<file path="config.mk">
export PLATFORM = sky130hd
export DESIGN_NAME = uart_irq_ident
export DESIGN_NICKNAME = d
export VERILOG_FILES = /design/src/rtl/uirq_pkg.sv /design/src/rtl/uirq_capture.sv /design/src/rtl/uirq_pick.sv /design/src/rtl/uirq_idreg.sv /design/src/rtl/uart_irq_ident.sv
export SDC_FILE = /design/constraint.sdc
export NUM_CORES = 1
export LEC_CHECK = 0
export BUFFER_PORTS_ARGS = -buffer_cell sky130_fd_sc_hd__buf_2
export CORE_ASPECT_RATIO = 1.25
export CORE_MARGIN = 3
export CORE_UTILIZATION = 40
export DETAILED_ROUTE_END_ITERATION = 8
export GPL_ROUTABILITY_DRIVEN = 0
export GPL_TIMING_DRIVEN = 0
export PLACE_DENSITY = 0.69
export SETUP_SLACK_MARGIN = 0.3
export SLEW_MARGIN = 20
export SYNTH_ARGS = -nofsm -noshare
export SYNTH_HDL_FRONTEND = slang
export SYNTH_SLANG_ARGS = --single-unit
</file>
<file path="constraint.sdc">
create_clock -name clk -period 2.6 [get_ports clk]
set_input_delay 0.52 -clock clk [delete_from_list [all_inputs] [get_ports clk]]
set_output_delay 0.52 -clock clk [all_outputs]
set_load 0.005 [all_outputs]
</file>
<file path="src/rtl/uirq_pkg.sv">
package uirq_pkg;

    localparam int SRC_N  = 8;
    localparam int CODE_W = 6;
    localparam int IDX_W  = $clog2(SRC_N);

    typedef enum logic [IDX_W-1:0] {
        SRC_LINE  = 3'd0,
        SRC_RXTO  = 3'd1,
        SRC_RXDAT = 3'd2,
        SRC_TXE   = 3'd3,
        SRC_MODEM = 3'd4,
        SRC_GPIO  = 3'd5,
        SRC_FLOW  = 3'd6,
        SRC_HSK   = 3'd7
    } src_e;

    typedef struct packed {
        logic valid;
        src_e idx;
    } pick_t;

    localparam logic [CODE_W-1:0] CODE_NONE = 6'b000001;

    // Fixed identification code per cause.
    function automatic logic [CODE_W-1:0] code_of(src_e s);
        case (s)
            SRC_LINE:  code_of = 6'b000110;
            SRC_RXTO:  code_of = 6'b001100;
            SRC_RXDAT: code_of = 6'b000100;
            SRC_TXE:   code_of = 6'b000010;
            SRC_MODEM: code_of = 6'b000000;
            SRC_GPIO:  code_of = 6'b110000;
            SRC_FLOW:  code_of = 6'b010000;
            default:   code_of = 6'b100000;
        endcase
    endfunction

    // Causes held as event-set / read-clear pending bits.
    function automatic bit is_event_src(int i);
        return (i == int'(SRC_TXE)) || (i == int'(SRC_MODEM)) ||
               (i == int'(SRC_GPIO)) || (i == int'(SRC_HSK));
    endfunction

endpackage

</file>
<file path="src/rtl/uirq_capture.sv">
module uirq_capture
    import uirq_pkg::*;
(
    input  logic             clk,
    input  logic             rst,
    input  logic [SRC_N-1:0] en,
    input  logic             rx_err_any,
    input  logic             rx_timeout,
    input  logic             rx_ready,
    input  logic             tx_ev,
    input  logic             modem_ev,
    input  logic             gpio_ev,
    input  logic             xoff_det,
    input  logic             spec_det,
    input  logic             xon_det,
    input  logic             cts_n,
    input  logic             rts_n,
    input  logic             thr_wr,
    input  logic [SRC_N-1:0] rd_hit,
    output logic [SRC_N-1:0] pend
);

    logic [2:0]       lvl_q;
    logic             xoff_q, spec_q;
    logic             cts_q, rts_q;
    logic             hsk_rise;
    logic [SRC_N-1:0] ev, clr, pend_ev;

    assign hsk_rise = (cts_n & ~cts_q) | (rts_n & ~rts_q);

    always_comb begin
        ev             = '0;
        ev[SRC_TXE]    = tx_ev;
        ev[SRC_MODEM]  = modem_ev;
        ev[SRC_GPIO]   = gpio_ev;
        ev[SRC_HSK]    = hsk_rise;
        clr            = rd_hit;
        clr[SRC_TXE]   = rd_hit[SRC_TXE] | thr_wr;
    end

    always_ff @(posedge clk) begin
        if (rst) begin
            lvl_q  <= '0;
            xoff_q <= 1'b0;
            spec_q <= 1'b0;
            cts_q  <= cts_n;
            rts_q  <= rts_n;
        end else begin
            lvl_q  <= {rx_ready, rx_timeout, rx_err_any};
            xoff_q <= (xoff_det & en[SRC_FLOW]) | (xoff_q & ~xon_det);
            spec_q <= (spec_det & en[SRC_FLOW]) | (spec_q & ~rd_hit[SRC_FLOW]);
            cts_q  <= cts_n;
            rts_q  <= rts_n;
        end
    end

    generate
        for (genvar i = 0; i < SRC_N; i++) begin : g_src
            if (is_event_src(i)) begin : g_ev
                logic q;
                always_ff @(posedge clk) begin
                    if (rst) q <= 1'b0;
                    else     q <= (ev[i] & en[i]) | (q & ~clr[i]);
                end
                assign pend_ev[i] = q;
            end else begin : g_none
                assign pend_ev[i] = 1'b0;
            end
        end
    endgenerate

    always_comb begin
        pend            = pend_ev;
        pend[SRC_LINE]  = lvl_q[0];
        pend[SRC_RXTO]  = lvl_q[1];
        pend[SRC_RXDAT] = lvl_q[2];
        pend[SRC_FLOW]  = xoff_q | spec_q;
    end

    // an Xoff cause survives reads until an Xon arrives
    assert_xoff_held_R9: assert property (@(posedge clk) disable iff (rst)
        (xoff_q && !xon_det) |=> pend[SRC_FLOW]);

    // handshake pending only appears after an inactive-going pin edge
    assert_hsk_rise_only_R11: assert property (@(posedge clk) disable iff (rst)
        $rose(pend[SRC_HSK]) |-> $past(hsk_rise));

    // holding-register write clears transmit cause unless a new event lands
    assert_tx_thr_clear_R8: assert property (@(posedge clk) disable iff (rst)
        (pend[SRC_TXE] && thr_wr && !tx_ev) |=> !pend[SRC_TXE]);

endmodule

</file>
<file path="src/rtl/uirq_pick.sv">
module uirq_pick
    import uirq_pkg::*;
(
    input  logic [SRC_N-1:0] req,
    output logic [SRC_N-1:0] grant,
    output pick_t            win
);

    logic [SRC_N:0] above;
    assign above[0] = 1'b0;

    generate
        for (genvar i = 0; i < SRC_N; i++) begin : g_chain
            assign grant[i]    = req[i] & ~above[i];
            assign above[i+1]  = above[i] | req[i];
        end
    endgenerate

    always_comb begin
        win.valid = above[SRC_N];
        win.idx   = SRC_LINE;
        for (int i = SRC_N - 1; i >= 0; i--) begin
            if (grant[i]) win.idx = src_e'(IDX_W'(i));
        end
    end

endmodule

</file>
<file path="src/rtl/uirq_idreg.sv">
module uirq_idreg
    import uirq_pkg::*;
(
    input  logic              clk,
    input  logic              rst,
    input  logic              rd,
    input  pick_t             win,
    output logic [CODE_W-1:0] id_code
);

    logic [CODE_W-1:0] live;
    assign live = win.valid ? code_of(win.idx) : CODE_NONE;

    always_ff @(posedge clk) begin
        if (rst)     id_code <= CODE_NONE;
        else if (rd) id_code <= live;
    end

    // code is frozen between read strobes
    assert_code_hold_R12: assert property (@(posedge clk) disable iff (rst)
        !rd |=> $stable(id_code));

endmodule

</file>
<file path="src/rtl/uart_irq_ident.sv">
module uart_irq_ident
    import uirq_pkg::*;
(
    input  logic              clk,
    input  logic              rst,
    input  logic [SRC_N-1:0]  src_en,
    input  logic              rx_err_any,
    input  logic              rx_timeout,
    input  logic              rx_ready,
    input  logic              tx_space_ev,
    input  logic              modem_chg_ev,
    input  logic              gpio_chg_ev,
    input  logic              xoff_det,
    input  logic              spec_det,
    input  logic              xon_det,
    input  logic              cts_n,
    input  logic              rts_n,
    input  logic              thr_wr,
    input  logic              id_rd,
    output logic              irq_n,
    output logic [CODE_W-1:0] id_code
);

    logic [SRC_N-1:0] pend, masked, grant, rd_hit;
    pick_t            win;

    assign masked = pend & src_en;
    assign irq_n  = ~(|masked);
    assign rd_hit = id_rd ? grant : '0;

    uirq_capture i_capture (
        .clk        (clk),
        .rst        (rst),
        .en         (src_en),
        .rx_err_any (rx_err_any),
        .rx_timeout (rx_timeout),
        .rx_ready   (rx_ready),
        .tx_ev      (tx_space_ev),
        .modem_ev   (modem_chg_ev),
        .gpio_ev    (gpio_chg_ev),
        .xoff_det   (xoff_det),
        .spec_det   (spec_det),
        .xon_det    (xon_det),
        .cts_n      (cts_n),
        .rts_n      (rts_n),
        .thr_wr     (thr_wr),
        .rd_hit     (rd_hit),
        .pend       (pend)
    );

    uirq_pick i_pick (
        .req   (masked),
        .grant (grant),
        .win   (win)
    );

    uirq_idreg i_idreg (
        .clk     (clk),
        .rst     (rst),
        .rd      (id_rd),
        .win     (win),
        .id_code (id_code)
    );

    // at most one cause wins
    assert_grant_onehot_R3: assert property (@(posedge clk) disable iff (rst)
        $onehot0(grant));

    // a disabled cause is never the winner
    assert_masked_R5: assert property (@(posedge clk) disable iff (rst)
        win.valid |-> src_en[win.idx]);

    // request line agrees with the picker
    assert_irq_agrees_R6: assert property (@(posedge clk) disable iff (rst)
        irq_n == !win.valid);

    // time-out outranks data at the shared level
    assert_rxto_first_R4: assert property (@(posedge clk) disable iff (rst)
        masked[SRC_RXTO] |-> (win.idx != SRC_RXDAT));

endmodule

</file>
Word-level counts from Yosys, hierarchy flattened
Index checks and enable logic that the tools add are counted.
- $add $sub $neg: 0
- multipliers: 0
- div/mod/pow operators: 0
- magnitude comparators: 0
- eq/ne operators: 6
- shift-type cells: 0
- muxes and demuxes: 11
- bitwise logic cells: 54
- reduce and logical (&&, ||, !) cells: 2
- operator list (operator ; number):
    one-hot mux 6 bit (7 select lines) ; 1
    two-way mux 3 bit ; 8
    bitwise AND 1 bit ; 21
    inverter 1 bit ; 16
    OR 1 bit ; 16
    == test 3 bit, second input constant ; 3
    bitwise AND 8 bit ; 1
    two-way mux 8 bit ; 1
    OR reduction 8 bit ; 1
    == test 3 x 2 -> 1 bit, second input constant ; 2
    two-way mux 6 bit ; 1
    == test 3 x 1 -> 1 bit, second input constant ; 1
    zero test 3 bit ; 1
- register bits after elaboration: 17
- latch bits: 0
- memory bits (writable): 0
- memory bits (read-only): 0
- input port bits: 23
- output and inout port bits: 7
- word-level logic and storage cells: 83
- memories: 0

Depth between registers and ports, before layout
Gate-level depths: netlist of run 1.
- word-level depth: 21
- gate-level depth with buffers: 5

Modules after synthesis
Synthesis of run 1 repeated with hierarchy kept, for this count alone.
- cells, all modules: 105
- area, all modules: 912.1 um2
- modules (own cells, without submodules) (module ; times used ; cells each ; area an instance (um2) ; seq. area each (um2)):
    uirq_capture ; 1 ; 40 ; 384.1 ; 220.2
    uirq_idreg ; 1 ; 23 ; 250.2 ; 120.1
    uirq_pick ; 1 ; 23 ; 142.6 ; 0.0
    uart_irq_ident ; 1 ; 19 ; 135.1 ; 0.0

Worst setup path before layout of run 1
No wires, ideal clock.
- path kind: input-to-output
- start: input port src_en[2]
- end: output port irq_n
- arrival: 1.375 ns
- required time: 2.080 ns
- path slack: 0.705 ns
- cell stages on the path: 3
- buffers on the path: 0
- path through: a222oi_1 -> nand2_2 -> nor2_1
- word-level cells in the longest chain between the ends: 3
- RTL lines (element ; RTL line ; text):
    start: declaration ; uart_irq_ident.sv:6 ; input logic [SRC_N-1:0] src_en,
    bitwise AND 8 bit ; uart_irq_ident.sv:27 ; assign masked = pend & src_en;
    OR reduction 8 bit ; uart_irq_ident.sv:28 ; assign irq_n = ~(|masked);
    inverter 1 bit ; uart_irq_ident.sv:28 ;
    end: declaration ; uart_irq_ident.sv:20 ; output logic irq_n,
Every way passes these cells.

Final worst setup path of run 1
- start: register i_capture.lvl_q[2]
- end: output port irq_n
- word-level cells in the longest chain between the ends: 3
- RTL lines (element ; RTL line ; text):
    start: declaration ; uirq_capture.sv:23 ; logic [2:0] lvl_q;
    start signal: assignment ; uirq_capture.sv:49 ; lvl_q <= {rx_ready, rx_timeout, rx_err_any};
    bitwise AND 8 bit ; uart_irq_ident.sv:27 ;
    OR reduction 8 bit ; uart_irq_ident.sv:28 ;
    inverter 1 bit ; uart_irq_ident.sv:28 ;
Every way passes these cells.

==> results.yml, run 1 <==
yosys:
  synth_top_area_share_pct: 47.14
  ys_types: 29
  ys_top_cells_by_area: "dfxtp_1, nand2_1, a22oi_1"
  avgSynthCellArea_um2: 8.493
  synth_area_um2: 721.9
  yosys_warnings: 0
  synthCells: 85
  ys_ff_latch: 17
  yosysSeqAreaShare_pct: 47.14
  syn_nets: 108
  synth.largest_area_cell: "dfxtp_1"
setup_path:
  r2r_slack_ns: 0.85
  path_cells: "a222oi_1 > buf_4 > nand2_2 > nor2_1 > buf_2"
  cp_max_fo: 4
  critical_path_class: "reg2out"
  slowest_delay_ns: 0.45
  required_ns: 2.08
  cp_top_family: "compound AO/OA/AOI/OAI gates"
  crit_buf_inv: 2
  endpoint_kind: "output port"
  cp_slowest_cell: "a222oi_1"
  cp-start-kind: "flop"
  cp.arrival_ns: 1.57
die:
  dieWidth_um: 44
  fp.dieH_um: 53.50
  core_um2: 1642
  io_pins: 30
  start_util_pct: 43.98
  rows: 16
  die_area_um2: 2354
sta:
  rsz0062_at_grt: "false"
  slew_viol_final: 0
  min_period_ns: 2.091
  slew_headroom_pct: 69.46
  setup_viol: 0
  tightest_slew_ns: 0.4581
  final-hold-violation-count: 0
  skew_ns: 0.002482
  hold_ws_ns: 0.3313
  tns_ns: 0
  fmax_mhz: 478.3
  period_share_pct: 80.41
cells_and_area:
  mostFrequentLayoutCells: "buf_2, dfxtp_1, nand2_1"
  final_common_cell: "buf_2"
  num_antenna_cells: 0
  synthToLayoutAreaGrowth_pct: 28.42
  drive_above_1_share_pct: 30.25
  nets: 143
detailed_routing:
  routed_wl_mm: 1.647
  via_per_inst: 5.482
  first_pass_iters: 4
  drc: 0
  wire_per_inst_um: 12.02
  vias: 751
  drtAntennaViolNets: 0
  drtIter0Drc: 17
power_and_ir_drop:
  peakVddDrop_uv: 364.9
  power_mw: 0.5174
  p_leak_nw: 0.4441
  powerDensity_nw_per_um2: 558.0
cts:
  path_clk_slew_ns: 0.10
  clk_latency_ns: 0.29
  cts-htree-levels: 1
  cts_max_path_buffers: 2
  clock_sinks: 17
  cts_tree: "done"
  cts_inserted_buffers: 3
  cts_root_buf: "clkbuf_4"
placed_design:
  place_hpwl_mm: 1.325
  port-buffer-count: 28
global_route:
  grt_pass1_vias: 696
  antenna_found_initial: 0
  grt_pass1_wl_mm: 2.808
  grt_util_all_layers_pct: 16.46
  grt.overflow.total: 0
  grt_max_degree: 11
job:
  maxCapViolCount: 0
run_status:
  status: "complete, no violations"
worst_hold_path:
  hp-class: "in2reg"
## state kept, by name, summed over array words and instances (netlist names)
register,count
i_capture.cts_q,1
i_capture.xoff_q,1
i_capture.rts_q,1
i_idreg.id_code,6
i_capture.lvl_q,3
i_capture.g_src.g_ev.q,4
i_capture.spec_q,1
## where the power goes
group | leakage (nW) | switching (mW) | internal (mW) | total [mW]
Sequential | 0.141 | 0.00815 | 0.275 | 0.284
Clock | 0.0177 | 0.0848 | 0.0574 | 0.142
Combinational | 0.286 | 0.0470 | 0.0446 | 0.0916
## layer usage
| metal | wire, um | track usage (%) |
|---|---|---|
| met1 | 671 | 17.79 |
| met2 | 831 | 28.64 |
| met3 | 106 | 4.422 |
| met4 | 38 | 9.045 |
| met5 | 0 | 0 |
## kinds of logic after synthesis
family	after synthesis	synth area share, %
compound gates	24	24.44
mux	1	1.387
buf+inv	8	4.160
simple gates	35	22.88
flops	17	47.14
## what timing repair did
action / CTS / global route
buffers inserted: 0 / 2
hold buffers: 0 / 0
setup endpoints to repair: 1 / 1
pin swaps: 1 / 1
resized for setup: 0 / 0
## synth_stat cells
| cell type | number |
|---|---|
| a32oi_1 | 2 |
| a32o_1 | 1 |
| a21boi_0 | 1 |
| a211o_1 | 1 |
| nand2b_1 | 1 |
| a211oi_1 | 1 |
| nand2_2 | 1 |
| a222oi_1 | 1 |
| nor2_1 | 7 |
| inv_1 | 6 |
| a22oi_1 | 4 |
| clkbuf_1 | 2 |
| dfxtp_1 | 17 |
| and3_1 | 1 |
| o221a_1 | 1 |
| and3_2 | 1 |
| nor2b_1 | 3 |
| mux2i_1 | 1 |
| nor3_1 | 1 |
| o22ai_1 | 1 |
| o211ai_1 | 1 |
| a311oi_1 | 1 |
| nand4_1 | 3 |
| o21ai_0 | 3 |
| a21oi_1 | 4 |
| nand2_1 | 12 |
| nand3_1 | 5 |
| a41o_1 | 1 |
| a31oi_1 | 1 |
## path summary, 6_finish.rpt
check                          start                 end  cells after the start
hold reg to reg     i_capture.xoff_q    i_capture.xoff_q                      2
hold / removal                 rts_n     i_capture.rts_q                      1
setup / recovery  i_capture.lvl_q[2]               irq_n                      5
setup reg to reg  i_capture.lvl_q[2]  i_idreg.id_code[1]                      6
## metrics by stage
| stage | area, um2 | cells | setup WS [ns] | util, % |
|---|---|---|---|---|
| 2_1_floorplan | 721.9 | 85 | 0.7046 | - |
| 3_3_place_gp | 884.6 | 131 | 0.2830 | 53.89 |
| 3_5_place_dp | 884.6 | 131 | 0.3218 | 53.89 |
| 4_1_cts | 912.1 | 135 | 0.3017 | 55.56 |
| 5_1_grt | 927.1 | 137 | 0.4037 | 56.48 |
| 6_report | 927.1 | 137 | 0.5094 | 56.48 |
## area by class of cell
class | count | area, um2
Buffer | 2 | 7.507
Inverter | 6 | 22.52
Timing Repair Buffer | 30 | 155.1
Tap cell | 18 | 22.52
Sequential cell | 17 | 340.3
Fill cell | 161 | 714.4
Multi-Input combinational cell | 60 | 351.6
Clock buffer | 3 | 22.52
Clock inverter | 1 | 5.005
Power figures use the tool's default switching activity.
==> run 2, diff against run 1 <==
Settings changed: PLACE_DENSITY 0.69 to 0.71.
Clock period 2.6 ns to 1.7 ns, I/O delays scaled along.
==> run 2 against run 1 <==
- sequential power grew 53%
- critical endpoint unchanged
- worst setup slack lost 0.52 ns
- critical path depth is the same
- global-route usage is essentially flat
- non-clock buffer count grew 9
- combinational power grew 100%
- utilization grew 7.2 points
- clock skew grew 0.0052 ns
- highest routed layer unchanged
- the flow now finishes with violations (setup timing)
- clock power grew 52%
- via count grew 5.5%
==> results.yml, run 2 (synthesis gave the netlist of run 1 again) <==
placed_design:
  port-buffer-count: 28
  place_inst: 131
  place_hpwl_mm: 1.219
sta:
  period_share_pct: 100.5
  slew_headroom_pct: 67.58
  setup_viol: 1
  tightest_slew_ns: 0.4863
  min_period_ns: 1.709
  slew_viol_final: 0
  rsz0062_at_grt: "true"
  skew_ns: 0.007700
  final-hold-violation-count: 0
  fmax_mhz: 585.2
  fin_ws_ns: -0.008963
  hold_ws_ns: 0.1500
cells_and_area:
  mostFrequentLayoutCells: "buf_2, dfxtp_1, nand2_1"
  nets: 152
  fillers: 162
  postLayoutCoreUtil_pct: 63.72
  ff_latch_area_um2: 342.8
  synthToLayoutAreaGrowth_pct: 44.89
  drive_above_1_share_pct: 40.63
  num_antenna_cells: 0
  final_common_cell: "buf_2"
  fin_cells: 146
  largest_register_ffs: 6
  largest_registers: "i_idreg.id_code (6), i_capture.g_src.g_ev.q (4), i_capture.lvl_q (3)"
  multi_input_area_um2: 386.6
  regMostFlops: "i_idreg.id_code"
worst_hold_path:
  hp-class: "in2reg"
cts:
  cts-htree-levels: 1
  cts_inserted_buffers: 3
  path_clk_slew_ns: 0.10
  cts_root_buf: "clkbuf_4"
  clock_sinks: 17
  clk_latency_ns: 0.30
  cts_tree: "done"
  cts_hold_buf: 0
  cts_max_path_buffers: 2
setup_path:
  cp_top_family: "flip-flops"
  cp_slowest_cell: "dfxtp_2"
  cp-start-kind: "flop"
  endpoint_kind: "output port"
  critical_path_class: "reg2out"
  cp.arrival_ns: 1.37
  required_ns: 1.36
  crit_buf_inv: 2
  slowest_delay_ns: 0.33
  cp_max_fo: 2
  path_cells: "a222oi_1 > buf_4 > nand2_2 > nor2_1 > buf_2"
detailed_routing:
  routed_wl_mm: 1.754
  drtIter0Drc: 17
  via_per_inst: 5.425
  drc: 0
  drtAntennaViolNets: 0
  vias: 792
  first_pass_iters: 4
  wire_per_inst_um: 12.01
die:
  start_util_pct: 43.98
  io_pins: 30
  die_area_um2: 2354
  dieWidth_um: 44
  fp.dieH_um: 53.50
  core_um2: 1642
  rows: 16
power_and_ir_drop:
  internal_power_mw: 0.6111
  p_sw_mw: 0.2236
  p_clk_share_pct: 25.9
  p_sw_share_pct: 26.79
  peakVddDrop_uv: 523.0
  p_leak_nw: 0.4962
  p_seq_share_pct: 52.1
  powerDensity_nw_per_um2: 798.0
  p_comb_share_pct: 22.0
global_route:
  grt_pass1_vias: 718
  grt.overflow.total: 0
  grt_max_degree: 11
  grt_util_all_layers_pct: 16.47
  grt_pass1_wl_mm: 2.780
  antenna_found_initial: 0
job:
  maxCapViolCount: 0
run_status:
  status: "finished with violations"
  violations: "setup timing"
-- run 2: changes by cell type in the layout (fill, tap and decap cells not counted), sizes merged --
cell    change
buf         +9
clkbuf      +1
clkinv      -1
-- run 2: final timing paths --
check                startpoint                  to  slack, ns  depth (start not counted)
max          i_capture.lvl_q[2]               irq_n     -0.009                          5
min reg2reg  i_idreg.id_code[3]  i_idreg.id_code[3]       0.47                          2
max reg2reg  i_capture.lvl_q[2]  i_idreg.id_code[1]       0.04                          7
min                       rts_n     i_capture.rts_q       0.15                          1
-- run 2: per-layer routing --
layer  GRT usage [%]  vias up  wire length (um)
met5               0        -                 0
li1                -      396                 -
met2           27.91       23               908
met1           17.42      368               709
met4           12.06        0                53
met3           4.082        5                82
-- run 2: power by group through the flow --
stage                     sequential [mW]  combinational (mW)  clock (mW)
final                               0.435               0.184       0.216
after floorplan                     0.441              0.0776           0
after global placement              0.442               0.132           0
after global routing                0.437               0.205       0.230
after CTS                           0.434               0.162       0.221
after detailed placement            0.442               0.134           0
-- run 2: worst register-to-register path, delay by kind of cell (launching register included) --
family / cells / cell delay, ns
AOI/OAI and AO/OA: 3 / 0.72
buffers and inverters: 2 / 0.32
DFF: 1 / 0.33
muxes: 1 / 0.18
and+or+nand+nor: 1 / 0.05
-- run 2: final cells by class --
type	count	area share [%]
clock buffer	4	2.512
timing repair buffer	39	22.73
multi-input combinational	60	36.96
inverter	6	2.153
sequential	17	32.78
tap	18	2.153
buffer	2	0.7177
-- run 2: timing repair --
action,CTS,global route
gates resized for setup,10,6
gates cloned,0,0
endpoints found under the hold margin,0,0
setup endpoints to repair,10,11
pin swaps,8,5
buffers inserted,6,5
-- run 2: through the flow --
| stage | total power, mW | area (um2) | setup TNS, ns | setup WS (ns) |
|---|---|---|---|---|
| 4_1_cts | 0.8177 | 984.7 | -0.02859 | -0.02859 |
| 2_1_floorplan | 0.5190 | 721.9 | 0 | 0.01476 |
| 6_report | 0.8347 | 1046 | -0.008963 | -0.008963 |
| 3_5_place_dp | 0.5767 | 884.6 | -1.921 | -0.3155 |
| 3_3_place_gp | 0.5739 | 884.6 | -2.277 | -0.3662 |
| 5_1_grt | 0.8724 | 1046 | -0.3934 | -0.1140 |
==> run 3, diff against run 2 <==
Settings changed: BUFFER_PORTS_ARGS -buffer_cell sky130_fd_sc_hd__buf_2 to unset, DONT_BUFFER_PORTS set to 1, PLACE_DENSITY 0.71 to 0.54, SLEW_MARGIN 20 to 15.
Clock period 1.7 ns to 1.6 ns, I/O delays scaled along.
==> run 3 against run 2 <==
- the run still ends with setup timing left
- clock skew about the same
- clock power up 4%
- cell count down 23%
- combinational power down 23%
- register-to-register slack worse by 0.04 ns
- critical path type unchanged
==> results.yml, run 3 (synthesis gave the netlist of run 1 again) <==
run_status:
  status: "finished with violations"
  violations: "setup timing"
setup_path:
  cp-start-kind: "flop"
  cp.arrival_ns: 1.30
  cp-startpoint: "i_capture.lvl_q[0]"
  cp_max_fo: 3
  required_ns: 1.28
  endpoint_kind: "output port"
  critical_path_class: "reg2out"
  r2r-start: "i_capture.lvl_q[0]"
worst_hold_path:
  hp-class: "in2reg"
  hold_path_startpoint: "rts_n"
job:
  maxCapViolCount: 0
sta:
  setup_viol: 2
  min_period_ns: 1.618
  skew_ns: 0.007900
  rsz0062_at_grt: "true"
  tightest_slew_ns: 0.4702
  final-hold-violation-count: 0
  fin_ws_ns: -0.01811
  slew_viol_final: 0
  period_share_pct: 101.1
  fmax_mhz: 618.0
  slew_headroom_pct: 68.65
  tns_ns: -0.02027
detailed_routing:
  drtAntennaViolNets: 0
  routed_wl_mm: 1.629
  drc: 0
  vias: 659
  via_per_inst: 5.832
  drtIter0Drc: 3
  wire_per_inst_um: 14.42
  first_pass_iters: 4
cts:
  cts_inserted_buffers: 3
  clk_latency_ns: 0.29
  cts_root_buf: "clkbuf_4"
  cts_tree: "done"
  clock_sinks: 17
  cts-htree-levels: 1
  path_clk_slew_ns: 0.10
  cts_max_path_buffers: 2
  cts_hold_buf: 0
die:
  die_area_um2: 2354
  fp.dieH_um: 53.50
  dieWidth_um: 44
  rows: 16
  io_pins: 30
  start_util_pct: 43.98
  core_um2: 1642
cells_and_area:
  num_antenna_cells: 0
  regMostFlops: "i_idreg.id_code"
  largest_registers: "i_idreg.id_code (6), i_capture.g_src.g_ev.q (4), i_capture.lvl_q (3)"
  final_common_cell: "dfxtp_1"
  mostFrequentLayoutCells: "dfxtp_1, nand2_1, nor2_1"
  synthToLayoutAreaGrowth_pct: 20.80
  stdcell_area_um2: 872.1
  nets: 119
  largest_register_ffs: 6
  drive_above_1_share_pct: 21.05
power_and_ir_drop:
  p_leak_nw: 0.3575
  peakVddDrop_uv: 497.6
  powerDensity_nw_per_um2: 951.5
placed_design:
  port-buffer-count: 0
  dpl-instance-area_um2: 744.5
  place_hpwl_mm: 1.165
global_route:
  grt_pass1_wl_mm: 2.932
  grt_max_degree: 11
  grt_pass1_vias: 712
  grt.overflow.total: 0
  grt_util_all_layers_pct: 16.86
  antenna_found_initial: 0
-- run 3: critical path: stages (launching register included) --
cell and delay [ns]:
dfxtp_2 0.34, a222oi_1 0.31, buf_4 0.19, nand2_4 0.06, nor2_4 0.10
-- run 3: stage by stage --
step	utilization, %	power [mW]	setup slack, ns	hold WS [ns]	cells
2_1_floorplan	-	0.5519	-0.06481	0.3477	85
3_3_place_gp	45.35	0.5719	-0.3138	0.3478	103
3_5_place_dp	45.35	0.5725	-0.3076	0.3478	103
4_1_cts	53.05	0.8413	-0.0009044	0.04131	113
5_1_grt	53.13	0.8802	-0.08049	0.02594	113
6_report	53.13	0.8298	-0.01811	0.04796	113
-- run 3: area by class of cell --
| cell class | count | area [um2] |
|---|---|---|
| timing repair buffer | 6 | 56.30 |
| clock buffer | 4 | 26.28 |
| fill | 161 | 769.5 |
| multi-input combinational | 60 | 394.1 |
| sequential | 17 | 342.8 |
| inverter | 6 | 22.52 |
| tap | 18 | 22.52 |
| buffer | 2 | 7.507 |
-- run 3: layer usage --
layer | share of wire, % | routed length (um) | up-vias | track usage (%)
met5 | 0 | 0 | - | 0
li1 | - | - | 333 | -
met3 | 8.2 | 133 | 2 | 6.463
met4 | 0.74 | 12 | 0 | 7.538
met1 | 41 | 661 | 301 | 19.18
met2 | 50 | 822 | 23 | 27.67
-- run 3: worst paths after layout --
kind | cells past startpoint | slack, ns | end
worst min-delay path | 0 | 0.05 | i_capture.rts_q
worst max register to register | 7 | 0 | i_idreg.id_code[1]
worst min register to register | 2 | 0.48 | i_capture.xoff_q
worst max-delay path | 4 | -0.02 | irq_n
-- run 3: timing repair --
| item | in CTS | in global routing |
|---|---|---|
| pin swaps | 12 | 3 |
| cloned | 0 | 0 |
| buffers inserted | 6 | 0 |
| endpoints found under the setup margin | 11 | 10 |
| gates resized for setup | 16 | 1 |
-- run 3: report_power, final --
group	internal [mW]	switching, mW	leakage, nW
clock	0.0968	0.128	0.0150
combinational	0.0695	0.0714	0.201
sequential	0.448	0.0159	0.141
